### src/rtl/idx_bitop_rmw.sv
module idx_bitop_rmw #(
  parameter int AW = 16,
  parameter int DW = 8
) (
  input  logic          clk,
  input  logic          rst_n,
  input  logic          in_valid,
  input  logic [DW-1:0] in_byte,
  input  logic [AW-1:0] idx_val,
  input  logic [DW-1:0] flags_in,
  output logic [AW-1:0] mem_addr,
  output logic          mem_rd,
  output logic          mem_wr,
  output logic [DW-1:0] mem_wdata,
  input  logic [DW-1:0] mem_rdata,
  output logic          rf_we,
  output logic [2:0]    rf_sel,
  output logic [DW-1:0] rf_data,
  output logic          flags_we,
  output logic [DW-1:0] flags_out,
  output logic          done,
  output logic          invalid
);
  typedef enum logic [2:0] {S_IDLE, S_OP, S_RD, S_EX, S_WR, S_FL, S_DN} st_t;
  st_t st;
  logic [DW-1:0] disp_q, op_q, fin_q, res_q, fl_q;
  logic [AW-1:0] ea;
  logic          inv_q;

  wire op_bad = in_byte[7:6] == 2'b01 && in_byte[2:0] != 3'd6;
  wire [1:0] grp = op_q[7:6];
  wire [2:0] bn  = op_q[5:3];
  wire [DW-1:0] v = mem_rdata;
  wire [DW-1:0] mask = DW'(1) << bn;

  logic [DW-1:0] sh_res, nres, nfl;
  logic          sh_c;

  always_comb begin
    case (bn)
      3'd0: {sh_c, sh_res} = {v[7], v[6:0], v[7]};
      3'd1: {sh_c, sh_res} = {v[0], v[0], v[7:1]};
      3'd2: {sh_c, sh_res} = {v[7], v[6:0], fin_q[0]};
      3'd3: {sh_c, sh_res} = {v[0], fin_q[0], v[7:1]};
      3'd4: {sh_c, sh_res} = {v[7], v[6:0], 1'b0};
      3'd5: {sh_c, sh_res} = {v[0], v[7], v[7:1]};
      3'd6: {sh_c, sh_res} = {v[7], v[6:0], 1'b1};
      default: {sh_c, sh_res} = {v[0], 1'b0, v[7:1]};
    endcase
    case (grp)
      2'b00: nres = sh_res;
      2'b10: nres = v & ~mask;
      2'b11: nres = v | mask;
      default: nres = v;
    endcase
    if (grp == 2'b01)
      nfl = {fin_q[7], ~|(v & mask), fin_q[5], 1'b1, fin_q[3], fin_q[2], 1'b0, fin_q[0]};
    else
      nfl = {sh_res[7], ~|sh_res, 3'b000, ~^sh_res, 1'b0, sh_c};
  end

  always_ff @(posedge clk or negedge rst_n) begin
    if (!rst_n) begin
      st <= S_IDLE; disp_q <= '0; op_q <= '0; fin_q <= '0;
      res_q <= '0; fl_q <= '0; ea <= '0; inv_q <= 1'b0;
    end else begin
      inv_q <= 1'b0;
      case (st)
        S_IDLE: if (in_valid) begin disp_q <= in_byte; st <= S_OP; end
        S_OP: if (in_valid) begin
          op_q  <= in_byte;
          fin_q <= flags_in;
          ea    <= idx_val + {{(AW-DW){disp_q[DW-1]}}, disp_q};
          if (op_bad) begin inv_q <= 1'b1; st <= S_IDLE; end
          else st <= S_RD;
        end
        S_RD: st <= S_EX;
        S_EX: begin
          res_q <= nres;
          fl_q  <= nfl;
          st    <= (grp == 2'b01) ? S_FL : S_WR;
        end
        S_WR, S_FL: st <= S_DN;
        default: st <= S_IDLE;
      endcase
    end
  end

  assign mem_addr  = ea;
  assign mem_rd    = st == S_RD;
  assign mem_wr    = st == S_WR;
  assign mem_wdata = res_q;
  assign rf_sel    = op_q[2:0];
  assign rf_data   = res_q;
  assign rf_we     = mem_wr && op_q[2:0] != 3'd6;
  assign flags_we  = (mem_wr && grp == 2'b00) || st == S_FL;
  assign flags_out = fl_q;
  assign done      = st == S_DN;
  assign invalid   = inv_q;

  assert_wr_after_rd_R7: assert property (@(posedge clk) disable iff (!rst_n)
    mem_wr |-> $past(mem_rd, 2) && mem_addr == $past(mem_addr, 2));
  assert_no_access_after_bad_R10: assert property (@(posedge clk) disable iff (!rst_n)
    invalid |-> !mem_rd && !mem_wr && !flags_we && !done);
  assert_done_follows_commit_R11: assert property (@(posedge clk) disable iff (!rst_n)
    done |-> $past(mem_wr || flags_we));
  assert_rf_only_with_mem_R8: assert property (@(posedge clk) disable iff (!rst_n)
    rf_we |-> mem_wr && rf_sel != 3'd6);
  assert_one_strobe_R12: assert property (@(posedge clk) disable iff (!rst_n)
    $onehot0({mem_rd, mem_wr, done, invalid}));
  assert_rd_single_R1: assert property (@(posedge clk) disable iff (!rst_n)
    mem_rd |=> !mem_rd);
endmodule

### config.mk
export PLATFORM = sky130hd
export DESIGN_NAME = idx_bitop_rmw
export DESIGN_NICKNAME = d
export VERILOG_FILES = /design/src/rtl/idx_bitop_rmw.sv
export SDC_FILE = /design/constraint.sdc
export NUM_CORES = 1
export LEC_CHECK = 0
export BUFFER_PORTS_ARGS = -buffer_cell sky130_fd_sc_hd__buf_4
export CAP_MARGIN = 20
export CORE_ASPECT_RATIO = 0.9
export CORE_MARGIN = 1
export CORE_UTILIZATION = 35
export DETAILED_ROUTE_END_ITERATION = 8
export MAX_ROUTING_LAYER = met4
export SETUP_SLACK_MARGIN = 0.1
export SLEW_MARGIN = 20
export SYNTH_ARGS = -nofsm -noshare
export SYNTH_HDL_FRONTEND = slang
export SYNTH_SLANG_ARGS = --single-unit
### constraint.sdc
create_clock -name clk -period 2 [get_ports clk]
set_input_delay 0.2 -clock clk [delete_from_list [all_inputs] [get_ports clk]]
set_output_delay 0.2 -clock clk [all_outputs]
set_load 0.03 [all_outputs]
==> summary.md, run 1 <==
| Metric | Value |
|---|---|
| Layout Area Growth over Synthesis | 35.2% |
| Setup violators final | 5 |
| Worst hold slack | 0.0744 ns |
| DRC Markers | 0 |
| Post-route fraction of the period consumed by the critical path | 1.04 |
| Total power consumption of the routed design | 8.11 mW |
| Post-synthesis async set-or-reset flop share | 1.00 |
| Switching fraction of total power | 0.458 |
| CP Class | register to register |
| Highest clock rate | 480 MHz |
| Leak | 2.24 nW |
| Longest Clk Path Bufs | 2 |
| Slew Limit Fails | 0 |
| CP Capture Point | mem_addr[10] |
| Post-Synthesis Cells | 380 |
| Worst reg2reg path endpoint | mem_addr[10] |
| Clk slew on worst S/H paths | 0.10 ns |
| Required time worst endpoint | 2.20 ns |
| Remaining global-route overflow | 0 |
| Setup crit end kind | register |
| Die width | 107 um |
| Internal | 4.40 mW |
| R2r worst-path depth | 8 |
| Pin slew with the least headroom to its limit | 0.723 ns |
| Number of instances on the worst hold path | 3 |
| Syn Std Cell Area | 3450 um2 |
| Fin Setup TNS | -0.316 ns |
| Sequential Power Share | 0.256 |
| Slew HR | 0.518 |
| Proportion of layout cells with a drive suffix above 1 | 0.376 |
| Crit. Startpoint | disp_q[1] |
| Final layout net count | 552 |
| Nets in the synthesized netlist | 443 |
| Std-Cell Rows | 34 |
| Sequential element share of the synthesized area | 0.406 |
| Most common cell after layout, fill and taps aside | buf_4 |
| Aggregate global-route resource usage | 0.175 |
| Run status | complete, but fails checks |
| CTS buffer count | 5 |
| CTS Root Cell | clkbuf_8 |
| CTS tree | yes |
| Sequential standard cell area | 1400 um2 |
| Power per cell area | 1740 nW/um2 |
| Synthesis Warnings | 0 |
| Initial core utilization | 0.359 |
| Minimum clock period | 2.08 ns |
| Peak ir drop on the vdd network | 0.797 mV |
| Area of all placed cells without fillers | 4670 um2 |
| Via count of the first global-routing pass | 2,900 |
| Reg-to-reg setup timing slack | -0.08 ns |
| Standard cell core area | 9610 um2 |
| Synth Register Bits | 56 |
| WL met1 | 3970 um |
| Y dimension of the die | 96.2 um |
| Reg-to-reg critical path startpoint | disp_q[1] |
| Via count | 3,033 |
| Placed instance count | 599 |
| Final setup margin | -0.0822 ns |
| Number of levels the H-tree was split into | 2 |
| Inserted Diodes | 0 |
| Iter 0 DRT Violations | 92 |
| Routed wire length on met3 | 329 um |
| Final Hold Vio Count | 0 |
| Clock latency of the later-clocked register in the worst-skew pair | 0.31 ns |
| Average cell area after synthesis | 9.08 um2 |
| Number of placed I/O pins | 92 |
| Area of the multi-input gates | 1970 um2 |
| Instance area after placement | 4400 um2 |
| Clock network power share | 0.077 |
| Min-Delay Path Class | input port to register |
| DPL Wire Length | 6450 um |
| Switching power | 3.71 mW |
| Max FO, Critical Path | 4 |
| Most frequent cells in the layout | buf_4, nand2_1, dfrtp_1 |
| Number of synthesized flops with an enable pin | 0 |
| Detailed-routed wire length on met2 | 4100 um |
| Number of nets with antenna violations after detailed routing | 0 |
| Wire length of the first global-routing pass | 13,800 um |
| Number of unique standard cell types used by synthesis | 47 |
| Number of antenna violations at the first check in global routing | 0 |
| Count of filler cells inserted in the layout | 939 |
| Failing checks | negative setup slack |
| Relative contribution of combinational cells to total power | 0.667 |
| Overall die area | 10,300 um2 |
| Highest metal layer with signal wires | met4 |
| Arrival @ worst endpoint | 2.29 ns |
| Setup repair after global routing missed its margin | yes |
| DR pass1 iterations | 4 |
| Number of cells in the finished layout apart from fillers | 616 |
| Most used DFF post-synth | dfrtp_1 |
| Detailed-route wire length per cell | 13.8 um |
| Max-Cap Viols | 0 |
| Sink count of the clock tree | 56 |
| Worst clock skew | 0.0110 ns |
| WL final | 8480 um |
| Pin count of the biggest net entering global routing | 57 |
| Startpoint types | register |
| Number of port buffers | 87 |
| Vias per Instance | 4.92 |
| Global placement routability congestion | 0.850 |
registers in the layout, summed over array words and instances (netlist names):
name	cells
mem_wdata	8
flags_out	7
fin_q	5
disp_q	8
st	3
mem_addr	16
invalid	1
op_q	8
worst max-delay path: stages, from the launching register on:
cell and delay, ns:
dfrtp_1 0.45, buf_6 0.14, fa_2 0.38, a21oi_2 0.18, o21ai_2 0.08, o31a_1 0.33, a41oi_2 0.17, xor2_1 0.16
o21ai_1 0.07
timing repair:
item / 4_1_cts / 5_1_grt
setup buffers: 5 / 3
endpoints found under the setup margin: 11 / 11
hold buffers: 1 / 0
pin swaps: 10 / 3
hold endpoints to repair: 56 / 0
resized for setup: 21 / 3
gates cloned: 0 / 0
Yosys cell counts, types with 2 or more instances:
library cell  number  area share
a211oi_1           2      0.0043
a21o_1             2      0.0043
a21oi_1           17       0.025
a221oi_1           5       0.013
a31oi_1            3      0.0054
a41oi_1            2      0.0051
buf_2              3      0.0043
buf_4             13       0.028
clkbuf_1          16       0.017
dfrtp_1           56        0.41
ha_1              19       0.069
inv_1              7      0.0076
mux2_2            16       0.052
mux2i_1            9       0.026
mux4_2             2       0.013
nand2_1           87       0.095
nand2b_1           4      0.0072
nand3_1            3      0.0043
nand4_1            4      0.0072
nor2_1            16       0.017
nor2b_1            2      0.0036
nor3_1            10       0.014
o21a_1             3      0.0065
o21ai_0           38       0.055
o21bai_1           3      0.0065
o31a_1             2      0.0051
xnor2_1           10       0.025
xor2_1             7       0.018
metrics by stage:
stage / utilization / setup slack (ns)
finish: 0.485 / -0.0822
global route: 0.485 / -0.183
CTS: 0.482 / -0.0858
detailed placement: 0.458 / -0.202
global placement: 0.458 / -0.0954
floorplan: - / 0.0146
how the worst min path moves through the flow:
stage,slack [ns],startpoint,endpoint
4_1_cts,0.06,flags_in[7],fin_q[7]
5_1_grt,0.07,flags_in[7],fin_q[7]
3_5_place_dp,0.31,rst_n,mem_wdata[3]
6_report,0.07,flags_in[7],fin_q[7]
3_3_place_gp,0.30,rst_n,mem_wdata[3]
2_1_floorplan,-0.1,rst_n,disp_q[0]
power groups by stage:
stage	clock (mW)	combinational (mW)	sequential [mW]
after floorplan	0	2.99	2.51
after global placement	0	4.99	2.06
after detailed placement	0	5.10	2.08
after CTS	0.654	5.38	2.07
after global routing	0.702	5.93	2.16
final	0.627	5.41	2.08
logic make-up after synthesis:
family / synth area share
AOI/OAI and AO/OA: 0.159
xor gates and xnor gates: 0.0431
adders and majority gates: 0.0747
buffers and inverters: 0.0609
DFF: 0.406
muxes: 0.0913
other: 0.00109
and+or+nand+nor: 0.164
layout make-up:
| cell class | instances | area share |
|---|---|---|
| clock buffers | 6 | 0.0156 |
| multi-input cells | 284 | 0.422 |
| well taps | 126 | 0.0338 |
| flip-flops and latches | 56 | 0.301 |
| inverters | 7 | 0.00563 |
| repair buffers | 135 | 0.219 |
| clock inverters | 2 | 0.00295 |
per-layer routing:
| layer | up-vias | track usage |
|---|---|---|
| met5 | - | - |
| met4 | 0 | 0.0388 |
| met3 | 8 | 0.0251 |
| met2 | 75 | 0.307 |
| met1 | 1425 | 0.215 |
| li1 | 1525 | - |
No activity file was read; power rests on OpenSTA's default activity.
==> run 2, diff against run 1 <==
--- a/config.mk
+++ b/config.mk
@@ -7,12 +7,13 @@
 export LEC_CHECK = 0
 export BUFFER_PORTS_ARGS = -buffer_cell sky130_fd_sc_hd__buf_4
 export CAP_MARGIN = 20
-export CORE_ASPECT_RATIO = 0.9
+export CORE_ASPECT_RATIO = 1.1
 export CORE_MARGIN = 1
 export CORE_UTILIZATION = 35
 export DETAILED_ROUTE_END_ITERATION = 8
 export MAX_ROUTING_LAYER = met4
-export SETUP_SLACK_MARGIN = 0.1
+export REMOVE_ABC_BUFFERS = 1
+export SETUP_SLACK_MARGIN = 0.05
 export SLEW_MARGIN = 20
 export SYNTH_ARGS = -nofsm -noshare
 export SYNTH_HDL_FRONTEND = slang
==> run 2 against run 1 <==
The flow still finishes with violations (negative setup slack); design area is 2.6% higher; register-to-register slack hardly changed; first-iteration DRC count is 38% lower; cell count is 0.97% lower; combinational power is 5.0% higher; non-clock buffer count is 3 higher; count of clock-buffer cells in the layout stayed put; clock skew is 0.0055 ns lower; critical path depth stayed put; power is 4.0% higher; die area hardly changed; routed wire length is 3.2% higher.
==> summary.md, run 2 (synthesis results as in run 1) <==
| Metric | Value |
|---|---|
| Pin count of the biggest net entering global routing | 57 |
| Arrival @ worst endpoint | 2.30 ns |
| Switching fraction of total power | 0.458 |
| Most frequent cells in the layout | buf_4, nand2_1, dfrtp_1 |
| Final setup margin | -0.0930 ns |
| CP Class | register to register |
| Y dimension of the die | 106 um |
| Wire length of the first global-routing pass | 14,400 um |
| Post-route fraction of the period consumed by the critical path | 1.05 |
| Count of filler cells inserted in the layout | 878 |
| R2r worst-path depth | 8 |
| Slew Limit Fails | 0 |
| Reg-to-reg critical path startpoint | disp_q[0] |
| Required time worst endpoint | 2.21 ns |
| Setup repair after global routing missed its margin | yes |
| Highest clock rate | 478 MHz |
| Terminating pin of the worst hold path | fin_q[0] |
| CTS tree | yes |
| Setup violators final | 6 |
| Minimum clock period | 2.09 ns |
| Reg-to-reg setup timing slack | -0.09 ns |
| Number of placed I/O pins | 92 |
| Initial core utilization | 0.364 |
| WL final | 8760 um |
| Standard cell core area | 9490 um2 |
| Clk slew on worst S/H paths | 0.10 ns |
| Sink count of the clock tree | 56 |
| Slew HR | 0.523 |
| Layout Area Growth over Synthesis | 38.7% |
| Inserted Diodes | 0 |
| Setup crit end kind | register |
| Number of port buffers | 87 |
| Worst clock skew | 0.00552 ns |
| Power per cell area | 1760 nW/um2 |
| Via count of the first global-routing pass | 3,009 |
| Switching power | 3.87 mW |
| Number of instances on the worst hold path | 3 |
| Die width | 96.7 um |
| Peak ir drop on the vdd network | 0.845 mV |
| Longest Clk Path Bufs | 2 |
| Worst reg2reg path endpoint | mem_addr[14] |
| Pin slew with the least headroom to its limit | 0.716 ns |
| Launch point of the worst hold path | flags_in[0] |
| Number of nets with antenna violations after detailed routing | 0 |
| Run status | complete, but fails checks |
| Relative contribution of combinational cells to total power | 0.673 |
| DRC Markers | 0 |
| Startpoint types | register |
| Number of antenna violations at the first check in global routing | 0 |
| Vias per Instance | 4.99 |
| Final layout net count | 555 |
| Std-Cell Rows | 37 |
| Max FO, Critical Path | 4 |
| DPL Wire Length | 6440 um |
| Remaining global-route overflow | 0 |
| Most common cell after layout, fill and taps aside | buf_4 |
| Min-Delay Path Class | input port to register |
| Internal | 4.57 mW |
| Clock network power share | 0.075 |
| Global placement routability congestion | 0.865 |
| Failing checks | negative setup slack |
| Number of levels the H-tree was split into | 2 |
| Proportion of layout cells with a drive suffix above 1 | 0.424 |
| Detailed-route wire length per cell | 14.4 um |
| CTS Root Cell | clkbuf_8 |
| Leak | 2.27 nW |
| Final Hold Vio Count | 0 |
| Overall die area | 10,300 um2 |
| Number of cells in the finished layout apart from fillers | 610 |
| Worst hold slack | 0.0760 ns |
| Iter 0 DRT Violations | 57 |
| Max-Cap Viols | 0 |
| Largest register FFs | 16 |
| DR pass1 iterations | 4 |
| Sequential Power Share | 0.252 |
| Via count | 3,041 |
| Placed instance count | 584 |
| CTS buffer count | 5 |
| Sequential standard cell area | 1410 um2 |
| Area of the multi-input gates | 2060 um2 |
| Clock latency of the later-clocked register in the worst-skew pair | 0.31 ns |
| Aggregate global-route resource usage | 0.177 |
run 2: cell types whose count changed in the layout (fill, tap and decap cells not counted), moves of 2 or more:
cell,change
mux2i_1,-5
mux2i_2,+4
a21oi_1,-3
a21oi_2,+3
inv_1,-3
inv_2,+3
o21ai_0,-3
o21ai_1,+3
dfrtp_1,-2
dfrtp_2,+2
xnor2_1,-2
xnor2_2,+2
run 2: power by group through the flow:
stage	clock network, mW	logic [mW]	registers [mW]
after floorplan	0	2.26	2.92
after global placement	0	4.85	2.10
after detailed placement	0	4.93	2.12
after CTS	0.667	5.28	2.12
after global routing	0.708	6.21	2.20
final	0.634	5.68	2.12
run 2: metrics by stage:
step	setup slack, ns	power, mW	setup TNS, ns	utilization	instance area [um2]
after floorplan	-0.110	5.18	-0.272	-	3270
after global placement	-0.171	6.95	-0.640	0.457	4330
after detailed placement	-0.264	7.05	-1.12	0.457	4330
after CTS	-0.106	8.06	-0.388	0.485	4610
after global routing	-0.186	9.12	-0.940	0.505	4790
final	-0.0930	8.44	-0.331	0.505	4790
run 2: repair_timing:
action                                  in CTS  in global routing
setup buffers                                9                  9
endpoints found under the setup margin       8                 10
resized for setup                           28                 28
gates cloned                                 0                  0
hold buffers                                 1                  0
endpoints found under the hold margin       56                  0
pin swaps                                   16                 17
run 2: worst max path at each step:
stage / startpoint / endpoint / slack [ns] / depth (start not counted)
global placement: disp_q[0] / mem_addr[10] / -0.17 / 8
detailed placement: disp_q[0] / mem_addr[10] / -0.26 / 8
global route: disp_q[0] / mem_addr[8] / -0.19 / 8
CTS: disp_q[0] / mem_addr[10] / -0.11 / 8
floorplan: disp_q[0] / mem_addr[10] / -0.11 / 8
finish: disp_q[0] / mem_addr[14] / -0.09 / 8
run 2: final cells by class:
class,instances,share of cell area
multi-input cells,284,0.430
flip-flops and latches,56,0.293
repair buffers,138,0.222
well taps,117,0.0306
clock buffers,6,0.0152
inverters,7,0.00549
clock inverters,2,0.00340
run 2: worst max-delay path, cell delays in order, from the launching register on:
cell and delay, ns:
dfrtp_1 0.41, ha_2 0.19, fa_2 0.35, a21oi_2 0.17, o21ai_2 0.08, o31a_1 0.34
a41oi_2 0.23, xnor2_1 0.14, o21ai_1 0.07
run 2: routing by layer:
layer,vias to the layer above,wire length (um),global-route usage
li1,1527,-,-
met1,1434,3790,0.207
met2,73,4470,0.304
met3,7,417,0.0408
met4,0,81,0.0512
met5,-,0,-
